===== config.mk =====
export PLATFORM = sky130hd
export DESIGN_NAME = stkseq_top
export DESIGN_NICKNAME = d
export VERILOG_FILES = /design/src/rtl/stkseq_pkg.sv /design/src/rtl/stkseq_ptr.sv /design/src/rtl/stkseq_ctl.sv /design/src/rtl/stkseq_frame.sv /design/src/rtl/stkseq_top.sv
export SDC_FILE = /design/constraint.sdc
export NUM_CORES = 1
export LEC_CHECK = 0
export BUFFER_PORTS_ARGS = -buffer_cell sky130_fd_sc_hd__buf_2
export CAP_MARGIN = 20
export CORE_ASPECT_RATIO = 2
export CORE_MARGIN = 4
export CORE_UTILIZATION = 52
export CTS_CLUSTER_SIZE = 16
export DETAILED_ROUTE_END_ITERATION = 10
export GPL_TIMING_DRIVEN = 0
export HOLD_SLACK_MARGIN = 0.06
export PLACE_DENSITY = 0.81
export SYNTH_ARGS = -nofsm -noshare
export SYNTH_HDL_FRONTEND = slang
export SYNTH_HIERARCHICAL = 1
export SYNTH_SLANG_ARGS = --single-unit

===== constraint.sdc =====
create_clock -name clk -period 3.9 [get_ports clk]
set_input_delay 0.78 -clock clk [delete_from_list [all_inputs] [get_ports clk]]
set_output_delay 0.78 -clock clk [all_outputs]
set_load 0.005 [all_outputs]

===== src/rtl/stkseq_pkg.sv =====
package stkseq_pkg;

  localparam int unsigned STEP_W = 3;

  // bit 1: full frame, bit 0: restore direction
  typedef enum logic [1:0] {
    OP_CALL = 2'd0,
    OP_RET  = 2'd1,
    OP_IRQ  = 2'd2,
    OP_RTI  = 2'd3
  } stk_op_e;

  typedef enum logic [2:0] {
    ROLE_PCL,
    ROLE_PCH,
    ROLE_X,
    ROLE_A,
    ROLE_CC
  } stk_role_e;

  function automatic logic op_is_pop(stk_op_e op);
    return (op == OP_RET) || (op == OP_RTI);
  endfunction

  function automatic logic [STEP_W-1:0] op_len(stk_op_e op);
    return ((op == OP_IRQ) || (op == OP_RTI)) ? STEP_W'(5) : STEP_W'(2);
  endfunction

  // slot order of a save; a restore walks the same slots backwards
  function automatic stk_role_e slot_role(logic [STEP_W-1:0] slot);
    case (slot)
      3'd0:    return ROLE_PCL;
      3'd1:    return ROLE_PCH;
      3'd2:    return ROLE_X;
      3'd3:    return ROLE_A;
      default: return ROLE_CC;
    endcase
  endfunction

  function automatic stk_role_e step_role(stk_op_e op, logic [STEP_W-1:0] step);
    logic [STEP_W-1:0] slot;
    slot = op_is_pop(op) ? (op_len(op) - STEP_W'(1) - step) : step;
    return slot_role(slot);
  endfunction

endpackage


===== src/rtl/stkseq_ptr.sv =====
module stkseq_ptr #(
  parameter int PTR_W = 6
) (
  input  logic             clk,
  input  logic             rst_n,
  input  logic             load_top,
  input  logic             step_dn,
  input  logic             step_up,
  output logic [PTR_W-1:0] ptr
);

  localparam logic [PTR_W-1:0] TOP = '1;
  localparam logic [PTR_W-1:0] ONE = PTR_W'(1);

  always_ff @(posedge clk or negedge rst_n) begin
    if (!rst_n)        ptr <= TOP;
    else if (load_top) ptr <= TOP;
    else if (step_dn)  ptr <= ptr - ONE;
    else if (step_up)  ptr <= ptr + ONE;
  end

  p_top_load_r2: assert property (@(posedge clk) disable iff (!rst_n)
    load_top |=> ptr == TOP);

  // wraps modulo the page
  p_push_dec_r4: assert property (@(posedge clk) disable iff (!rst_n)
    step_dn |=> ptr == $past(ptr) - ONE);

  p_pop_inc_r5: assert property (@(posedge clk) disable iff (!rst_n)
    step_up |=> ptr == $past(ptr) + ONE);

  p_rsp_idle_r12: assert property (@(posedge clk) disable iff (!rst_n)
    load_top |-> !(step_dn || step_up));

endmodule


===== src/rtl/stkseq_ctl.sv =====
module stkseq_ctl
  import stkseq_pkg::*;
(
  input  logic              clk,
  input  logic              rst_n,
  input  logic              cmd_valid,
  input  stk_op_e           cmd_op,
  output logic              busy,
  output logic              accept,
  output logic              last,
  output logic              is_pop,
  output stk_op_e           op,
  output stk_role_e         role
);

  logic [STEP_W-1:0] step;

  assign accept = cmd_valid && !busy;
  assign last   = busy && (step == op_len(op) - STEP_W'(1));
  assign is_pop = op_is_pop(op);
  assign role   = step_role(op, step);

  always_ff @(posedge clk or negedge rst_n) begin
    if (!rst_n) begin
      busy <= 1'b0;
      op   <= OP_CALL;
      step <= '0;
    end else if (accept) begin
      busy <= 1'b1;
      op   <= cmd_op;
      step <= '0;
    end else if (busy) begin
      busy <= !last;
      step <= last ? '0 : step + STEP_W'(1);
    end
  end

  p_hold_op_r11: assert property (@(posedge clk) disable iff (!rst_n)
    (busy && !last) |=> busy && (op == $past(op)));

  p_step_bound_r10: assert property (@(posedge clk) disable iff (!rst_n)
    busy |-> step < op_len(op));

  p_done_idle_r10: assert property (@(posedge clk) disable iff (!rst_n)
    last |=> !busy);

endmodule


===== src/rtl/stkseq_frame.sv =====
module stkseq_frame
  import stkseq_pkg::*;
#(
  parameter int DATA_W = 8,
  parameter int PC_W   = 13,
  parameter int CC_W   = 5
) (
  input  logic              clk,
  input  logic              rst_n,
  input  logic              capture,
  input  logic [PC_W-1:0]   pc_in,
  input  logic [DATA_W-1:0] x_in,
  input  logic [DATA_W-1:0] a_in,
  input  logic [CC_W-1:0]   cc_in,
  input  stk_role_e         role,
  input  logic              wr_strobe,
  input  logic              rd_strobe,
  input  logic [DATA_W-1:0] rd_data,
  output logic [DATA_W-1:0] wdata,
  output logic [PC_W-1:0]   pc_out,
  output logic [DATA_W-1:0] x_out,
  output logic [DATA_W-1:0] a_out,
  output logic [CC_W-1:0]   cc_out
);

  localparam int PCH_W    = PC_W - DATA_W;
  localparam int FILL_PCH = DATA_W - PCH_W;
  localparam int FILL_CC  = DATA_W - CC_W;

  logic [PC_W-1:0]   snap_pc;
  logic [DATA_W-1:0] snap_x, snap_a;
  logic [CC_W-1:0]   snap_cc;

  function automatic logic [DATA_W-1:0] pack_byte(stk_role_e r, logic [PC_W-1:0] pc,
      logic [DATA_W-1:0] xv, logic [DATA_W-1:0] av, logic [CC_W-1:0] ccv);
    case (r)
      ROLE_PCL: return pc[DATA_W-1:0];
      ROLE_PCH: return {{FILL_PCH{1'b0}}, pc[PC_W-1:DATA_W]};
      ROLE_X:   return xv;
      ROLE_A:   return av;
      default:  return {{FILL_CC{1'b1}}, ccv};
    endcase
  endfunction

  always_ff @(posedge clk or negedge rst_n) begin
    if (!rst_n) begin
      snap_pc <= '0;
      snap_x  <= '0;
      snap_a  <= '0;
      snap_cc <= '0;
    end else if (capture) begin
      snap_pc <= pc_in;
      snap_x  <= x_in;
      snap_a  <= a_in;
      snap_cc <= cc_in;
    end
  end

  assign wdata = pack_byte(role, snap_pc, snap_x, snap_a, snap_cc);

  always_ff @(posedge clk or negedge rst_n) begin
    if (!rst_n) begin
      pc_out <= '0;
      x_out  <= '0;
      a_out  <= '0;
      cc_out <= '0;
    end else if (rd_strobe) begin
      case (role)
        ROLE_PCL: pc_out[DATA_W-1:0]    <= rd_data;
        ROLE_PCH: pc_out[PC_W-1:DATA_W] <= rd_data[PCH_W-1:0];
        ROLE_X:   x_out                 <= rd_data;
        ROLE_A:   a_out                 <= rd_data;
        default:  cc_out                <= rd_data[CC_W-1:0];
      endcase
    end
  end

  p_pch_fill_r7: assert property (@(posedge clk) disable iff (!rst_n)
    (wr_strobe && role == ROLE_PCH) |-> wdata[DATA_W-1:PCH_W] == '0);

  p_cc_fill_r7: assert property (@(posedge clk) disable iff (!rst_n)
    (wr_strobe && role == ROLE_CC) |-> wdata[DATA_W-1:CC_W] == '1);

  p_restore_hold_r9: assert property (@(posedge clk) disable iff (!rst_n)
    !rd_strobe |=> $stable(pc_out) && $stable(x_out) && $stable(a_out) && $stable(cc_out));

endmodule


===== src/rtl/stkseq_top.sv =====
module stkseq_top
  import stkseq_pkg::*;
#(
  parameter int ADDR_W   = 13,
  parameter int PTR_W    = 6,
  parameter int DATA_W   = 8,
  parameter int PC_W     = 13,
  parameter int CC_W     = 5,
  parameter int PAGE_SEL = 1
) (
  input  logic              clk,
  input  logic              rst_n,
  input  logic              cmd_valid,
  input  logic [1:0]        cmd_op,
  input  logic              rsp_req,
  input  logic [PC_W-1:0]   pc_in,
  input  logic [DATA_W-1:0] x_in,
  input  logic [DATA_W-1:0] a_in,
  input  logic [CC_W-1:0]   cc_in,
  input  logic [DATA_W-1:0] mem_rdata,
  output logic [ADDR_W-1:0] mem_addr,
  output logic [DATA_W-1:0] mem_wdata,
  output logic              mem_we,
  output logic              mem_re,
  output logic              busy,
  output logic              done,
  output logic [ADDR_W-1:0] sp_out,
  output logic [PC_W-1:0]   pc_out,
  output logic [DATA_W-1:0] x_out,
  output logic [DATA_W-1:0] a_out,
  output logic [CC_W-1:0]   cc_out
);

  localparam int               PREFIX_W = ADDR_W - PTR_W;
  localparam logic [PREFIX_W-1:0] PREFIX = PREFIX_W'(PAGE_SEL);
  localparam logic [PTR_W-1:0]    ONE    = PTR_W'(1);

  logic            accept, last, is_pop, load_top;
  stk_op_e         op;
  stk_role_e       role;
  logic [PTR_W-1:0] ptr, acc_ptr;

  assign load_top = rsp_req && !busy;
  assign mem_we   = busy && !is_pop;
  assign mem_re   = busy && is_pop;
  assign done     = last;
  assign acc_ptr  = is_pop ? ptr + ONE : ptr;
  assign mem_addr = {PREFIX, acc_ptr};
  assign sp_out   = {PREFIX, ptr};

  stkseq_ctl u_ctl (
    .clk      (clk),
    .rst_n    (rst_n),
    .cmd_valid(cmd_valid),
    .cmd_op   (stk_op_e'(cmd_op)),
    .busy     (busy),
    .accept   (accept),
    .last     (last),
    .is_pop   (is_pop),
    .op       (op),
    .role     (role)
  );

  stkseq_ptr #(.PTR_W(PTR_W)) u_ptr (
    .clk     (clk),
    .rst_n   (rst_n),
    .load_top(load_top),
    .step_dn (mem_we),
    .step_up (mem_re),
    .ptr     (ptr)
  );

  stkseq_frame #(.DATA_W(DATA_W), .PC_W(PC_W), .CC_W(CC_W)) u_frame (
    .clk      (clk),
    .rst_n    (rst_n),
    .capture  (accept),
    .pc_in    (pc_in),
    .x_in     (x_in),
    .a_in     (a_in),
    .cc_in    (cc_in),
    .role     (role),
    .wr_strobe(mem_we),
    .rd_strobe(mem_re),
    .rd_data  (mem_rdata),
    .wdata    (mem_wdata),
    .pc_out   (pc_out),
    .x_out    (x_out),
    .a_out    (a_out),
    .cc_out   (cc_out)
  );

  p_one_access_r10: assert property (@(posedge clk) disable iff (!rst_n)
    !(mem_we && mem_re));

  p_done_access_r10: assert property (@(posedge clk) disable iff (!rst_n)
    done |-> (mem_we || mem_re));

  p_start_next_r10: assert property (@(posedge clk) disable iff (!rst_n)
    accept |=> busy);

  p_pop_lands_r5: assert property (@(posedge clk) disable iff (!rst_n)
    mem_re |=> sp_out == $past(mem_addr));

  p_push_at_sp_r4: assert property (@(posedge clk) disable iff (!rst_n)
    mem_we |-> mem_addr == sp_out);

  p_collide_top_r13: assert property (@(posedge clk) disable iff (!rst_n)
    (accept && rsp_req) |=> sp_out[PTR_W-1:0] == '1);

endmodule


==> results of run 1 <==
[synth_stat cells, drive strengths merged (5+ instances only)]
cell type	count	area share
dfstp	6	0.040
ha	9	0.028
mux2i	6	0.015
buf	20	0.038
dfrtp	74	0.47
clkbuf	5	0.0051
nor2b	8	0.013
nand2b	5	0.0079
nor2	6	0.0070
a221oi	5	0.011
inv	15	0.014
a211oi	5	0.0095
xnor2	6	0.015
mux2	69	0.20
xor2	6	0.013
a21oi	5	0.0073
o21ai	10	0.013
nand2	19	0.018
[cell families (layout without fill, tap and decap cells)]
group           after synthesis  count (layout)  synth area share
compound gates               41              41            0.0757
xor+xnor                     12              12            0.0285
fa+ha+maj                    10              10            0.0336
buf+inv                      41             171            0.0595
flops                        80              80             0.509
mux                          75              75             0.212
other cells                   2              14           0.00190
simple gates                 52              52            0.0804
[power groups by stage]
stage,Clock (uW),Combinational [uW],Sequential [uW]
2_1_floorplan,0,1710,1530
3_3_place_gp,0,2460,1540
4_1_cts,783,2710,1550
3_5_place_dp,0,2560,1560
5_1_grt,819,3080,1610
6_report,769,2810,1550
[flip-flops by register name, summed over array words and instances (netlist names), 5 cells and up]
register	flops
u_frame/snap_cc	5
u_frame/snap_a	8
u_ptr/ptr	6
u_frame/snap_x	8
u_frame/pc_out	13
u_frame/cc_out	5
u_frame/a_out	8
u_frame/x_out	8
u_frame/snap_pc	13
[area by class of cell]
cell class | count | area, um2
Fill cell | 562 | 2260
Sequential cell | 80 | 2010
Multi-Input combinational cell | 204 | 1800
Timing Repair Buffer | 115 | 627
Clock buffer | 12 | 246
Buffer | 25 | 176
Tap cell | 92 | 115
Inverter | 15 | 56.3
Clock inverter | 4 | 28.8
[what timing repair did]
item / CTS / global route
gates resized for setup: 4 / 8
pin swaps: 1 / 4
setup buffers: 5 / 4
setup endpoints to repair: 8 / 8
[per-layer routing]
layer | up-vias | routed length, um | GRT usage
met4 | 0 | 312 | 0.114
li1 | 1356 | - | -
met3 | 24 | 597 | 0.0581
met1 | 1402 | 3260 | 0.208
met5 | - | 0 | 0
met2 | 105 | 5070 | 0.383
[per-stage QoR]
stage          total power (uW)  std cells   util
2_1_floorplan              3230        325      -
3_3_place_gp               4000        522  0.633
3_5_place_dp               4130        523  0.637
4_1_cts                    5040        544  0.683
5_1_grt                    5500        547  0.691
6_report                   5130        547  0.691
[critical path: cells and delay by family, from the launching register on]
| family | cells | cell delay (ns) |
|---|---|---|
| AO/OA/AOI/OAI | 3 | 0.90 |
| buffers and inverters | 3 | 0.33 |
| adder cells (fa/ha/maj) | 2 | 0.42 |
| multiplexers | 1 | 0.32 |
| AND/OR/NAND/NOR | 1 | 0.15 |
| flip-flops | 1 | 0.44 |
[final timing paths]
| check | end | cells past startpoint | slack [ns] |
|---|---|---|---|
| setup / recovery | mem_wdata[6] | 10 | 0.23 |
| hold reg to reg | u_frame/snap_x[1] | 1 | 0.50 |
| min in group clk | u_frame/snap_x[1] | 1 | 0.50 |
| hold / removal | u_frame/snap_pc[9] | 1 | 0.27 |
| max in group asynchronous | u_ptr/ptr[2] | 2 | 3.03 |
| setup reg to reg | u_frame/pc_out[3] | 10 | 1.02 |
==> results.tsv, run 1 <==
metric	value	unit
Die Span Y	131	um
die area	0.00914	mm2
I/O pins	120	
pin count of the biggest net entering global routing	74	
Yosys warnings	6	
H-tree Lvls	3	
PwrDens	1010	mW/mm2
Core Box Area	0.00732	mm2
DR vias	2887	
Worst slew margin	0.559	
min cycle time layout	3.67	ns
hold buffers post-CTS	0	
Synth Cell Area	0.00395	mm2
wire length of the first global-routing pass	15200	um
number of global-route vias before repair	3215	
Critical Path End Type	primary output	
arrival time worst endpoint	2.89	ns
die width	69.6	um
CP cell instances	ha_1 -> inv_2 -> ha_4 -> nor2b_2 -> o32a_1 -> o22ai_4 -> buf_6 -> mux2_2 -> a221o_1 -> buf_2	
Final ANT Viol Nets	0	
grt ovf	0	
drt wl/cell	16.9	um
crit path from	u_ctl/step[0]	
gate count after technology mapping	313	
final setup margin	0.233	ns
logic gate share of total power	0.549	
Max stage delay on crit path	0.44	ns
DRC viols	0	
Initial DRT Pass Iterations	4	
CTS tree	yes	
Max Clock Skew	0.00391	ns
initial antenna violation count	0	
Pint	3210	uW
hold_ws	0.272	ns
Worst Max-Slew Pin Slew	0.659	ns
Placement Rows	44	
outcome	complete, no violations	
root buf cell	clkbuf_16	
asr flop ratio synth	1.00	
Max-Cap Viols	0	
Worst Path Max Fanout	5	
FF+latch count, synth	80	
share of power burned in registers	0.301	
commonest non-fill, non-tap cell in the layout	buf_2	
final period utilization	0.940	
Main synth FF type	dfrtp_1	
Clock Sinks	80	
Leakage	0.00241	uW
global placement routability congestion	0.787	
fin nets	508	
WS Path Type	flip-flop to primary output	
Synth-to-Final Area Change	28.0	%
Worst IR Drop VDD	0.000709	V
sequential share of the synthesized area	0.509	
vias per inst	5.28	
fmax	0.273	GHz
Initial Utilization	0.540	
reg2reg start	u_ctl/step[0]	
Detailed Place HPWL	6970	um
placed cell areas	0.00467	mm2
WL final	9240	um
Worst-Skew Late Latency	0.33	ns
post-route cell area	0.00506	mm2
layout cells sized above 1	0.538	
EDFF count, synth	0	
CTS Buf Count	9	
gr usage total	0.209	
Avg Inst Size Synth	12.6	um2
clk buf depth	2	
Req. time, crit path	3.12	ns
# port buffers	105	
Sw Share	0.373	
setup tns final	0	ns
CP Launch Type	flip-flop	
RSZ-0062 raised after global routing	false	
path type of the worst min-delay path	input pin to asynchronous set/reset pin	
DR iter-0 viols	100	
count of final setup violators	0	
Worst-path clk slew	0.06	ns
Distinct cells, synth	50	
pins over their slew limit	0	
Antenna diodes	0	
Clk pwr share	0.150	
Fin. Hold Viols	0	
CP max stage cell	dfrtp_1	
commonest cells after routing, fill and taps aside	buf_2 (106), dfrtp_1 (73), mux2_2 (68), buf_4 (23), nand2_1 (19)	
setup slack at placement	0.0847	ns
NetSw	1910	uW
Power figures use the tool's default switching activity.
==> run 2, diff against run 1 <==
--- a/config.mk
+++ b/config.mk
@@ -11,3 +11,3 @@
 export CORE_MARGIN = 4
-export CORE_UTILIZATION = 52
+export CORE_UTILIZATION = 35
 export CTS_CLUSTER_SIZE = 16
@@ -16,3 +16,2 @@
 export HOLD_SLACK_MARGIN = 0.06
-export PLACE_DENSITY = 0.81
 export SYNTH_ARGS = -nofsm -noshare
==> constraint.sdc (replaced) <==
create_clock -name clk -period 3.9 [get_ports clk]
set_input_delay 1.17 -clock clk [delete_from_list [all_inputs] [get_ports clk]]
set_output_delay 1.17 -clock clk [all_outputs]
set_load 0.005 [all_outputs]
==> results.tsv, run 2 (same netlist as run 1, synthesis figures left out) <==
metric	value	unit	change
Worst-path clk slew	0.06	ns	about the same
gr usage total	0.148		-0.0616
# port buffers	105		unchanged
final period utilization	1.01		+0.0723
I/O pins	120		unchanged
root buf cell	clkbuf_16		
die area	0.0132	mm2	+44%
arrival time worst endpoint	2.78	ns	-0.11 ns
path type of the worst min-delay path	flip-flop to flip-flop		
Clk pwr share	0.172		+0.022
min cycle time layout	3.95	ns	+0.282 ns
count of final setup violators	3		+3
CTS Buf Count	9		unchanged
post-route cell area	0.00524	mm2	+3.6%
PwrDens	1030	mW/mm2	+1.2%
grt ovf	0		unchanged
clk buf depth	2		unchanged
Clock Sinks	80		unchanged
drt wl/cell	16.0	um	-5.2%
GR Util met3	0.0388		-0.0193
Core Box Area	0.0110	mm2	+50%
die width	83.1	um	+19%
commonest non-fill, non-tap cell in the layout	buf_2		
WHS Endpoint	u_frame/snap_x[0]		
Layout fillers	1017		+81%
Reg2Reg Depth	10		unchanged
commonest cells after routing, fill and taps aside	buf_2 (106), dfrtp_1 (73), mux2_2 (66), buf_4 (25), nand2_1 (19)		
Worst slew margin	0.536		-0.0230
Worst Path Max Fanout	6		+1
pins over their slew limit	0		unchanged
failing checks	negative setup slack		
Max-Cap Viols	0		unchanged
hold buffers post-CTS	0		unchanged
DR iter-0 viols	69		-31%
final setup margin	-0.0487	ns	-0.282 ns
Critical Path End Type	primary output		
outcome	finished with violations		
Synth-to-Final Area Change	32.6	%	
Req. time, crit path	2.73	ns	-0.39 ns
Pint	3390	uW	+5.5%
met2 Track Usage GR	0.279		-0.103
setup slack at placement	-0.376	ns	-0.461 ns
Reg2Reg Capture Point	u_frame/pc_out[3]		
largest registers	u_frame/pc_out (13), u_frame/snap_pc (13)		
CTS tree	yes		
share of power burned in registers	0.289		-0.012
CP Launch Type	flip-flop		
Max Clock Skew	0.00656	ns	+0.00266 ns
Final ANT Viol Nets	0		unchanged
NetSw	1990	uW	+3.9%
hold_ws	0.499	ns	+0.227 ns
placed cell areas	0.00473	mm2	+1.3%
Initial DRT Pass Iterations	4		unchanged
Sw Share	0.370		-0.00344
Antenna diodes	0		unchanged
DRC viols	0		unchanged
Initial Utilization	0.359		-0.181
Fin. Hold Viols	0		unchanged
gr busiest metal	met2		
Die Span Y	158	um	+21%
Reg2Reg Setup Slack	1.18	ns	+0.16 ns
H-tree Lvls	3		unchanged
Pwr Total	5380	uW	+4.9%
GR Layer Usage met1	0.154		-0.0547
Worst Max-Slew Pin Slew	0.693	ns	+0.0344 ns
reg2reg start	u_ctl/op[1]		
initial antenna violation count	0		unchanged
DR vias	2808		-2.7%
hold path start	u_frame/snap_x[0]		
Detailed Place HPWL	7190	um	+3.1%
vias per inst	4.71		-11%
global placement routability congestion	0.742		-5.8%
fin nets	509		+0.20%
logic gate share of total power	0.539		-0.010
fmax	0.253	GHz	-7.1%
pin count of the biggest net entering global routing	54		-27%
Placement Rows	54		+23%
layout cells sized above 1	0.559		+0.0207
RSZ-0062 raised after global routing	true		
WS Path Type	flip-flop to primary output		
Leakage	0.00246	uW	+2.0%
Cells on Worst Hold Path	1		
wire length of the first global-routing pass	15200	um	+0.36%
WL final	9550	um	+3.3%
number of global-route vias before repair	2976		-7.4%
Worst-Skew Late Latency	0.34	ns	about the same
Worst IR Drop VDD	0.000489	V	-31%
## run 2: cell types whose count changed in the layout (fill, tap and decap cells not counted), sizes merged
| cell | previous run | this run |
|---|---|---|
| clkinvlp | 2 | 1 |
| clkinv | 1 | 3 |
| clkbuf | 18 | 14 |
| buf | 134 | 136 |
| bufinv | 0 | 2 |
## run 2: final cells by class
| type | instances | area (um2) | area share |
|---|---|---|---|
| clock inverter | 7 | 105 | 0.0201 |
| buffer | 25 | 176 | 0.0337 |
| inverter | 15 | 58.8 | 0.0112 |
| timing repair buffer | 116 | 634 | 0.121 |
| multi-input combinational | 204 | 1860 | 0.354 |
| tap | 140 | 175 | 0.0334 |
| sequential | 80 | 2010 | 0.384 |
| clock buffer | 9 | 225 | 0.0430 |
## run 2: how the worst max path moves through the flow
stage	slack, ns	from	endpoint
2_1_floorplan	0.05	u_ctl/op[1]	mem_wdata[5]
6_report	-0.05	u_ctl/op[1]	mem_wdata[7]
3_5_place_dp	-0.38	u_ctl/op[1]	mem_wdata[4]
5_1_grt	-0.15	u_ctl/op[1]	mem_wdata[7]
4_1_cts	-0.07	u_ctl/op[1]	mem_wdata[7]
3_3_place_gp	-0.29	u_ctl/op[1]	mem_wdata[4]
## run 2: repair_timing
action / 4_1_cts / 5_1_grt
buffers inserted: 8 / 2
gates resized for setup: 20 / 4
pin swaps: 7 / 2
endpoints found under the setup margin: 8 / 8
## run 2: metrics by stage
stage                     setup TNS (ns)  utilization  cells
final                            -0.0542        0.476    596
after CTS                         -0.161        0.473    594
after floorplan                        0            -    325
after global routing              -0.801        0.476    596
after detailed placement           -2.14        0.429    571
after global placement             -1.72        0.426    570
## run 2: power groups by stage
stage               combinational (uW)  sequential [uW]  clock, uW
CTS                               2860             1560        948
detailed placement                2570             1580          0
global placement                  2510             1550          0
floorplan                         1710             1530          0
finish                            2900             1550        925
global route                      3200             1610        975
## run 2: worst max-delay path, cell delays in order (launching register included)
cell     delay, ns
dfrtp_2       0.43
ha_4          0.17
inv_4         0.07
ha_4          0.19
nor2b_4       0.12
o32a_1        0.35
o22ai_4       0.17
buf_6         0.17
mux2_4        0.30
a221o_1       0.33
buf_2         0.14
## run 2: layer usage
metal / wire length, um / share of wire
met5: 0 / 0
met4: 167 / 0.017
met3: 540 / 0.057
met2: 5320 / 0.56
met1: 3520 / 0.37
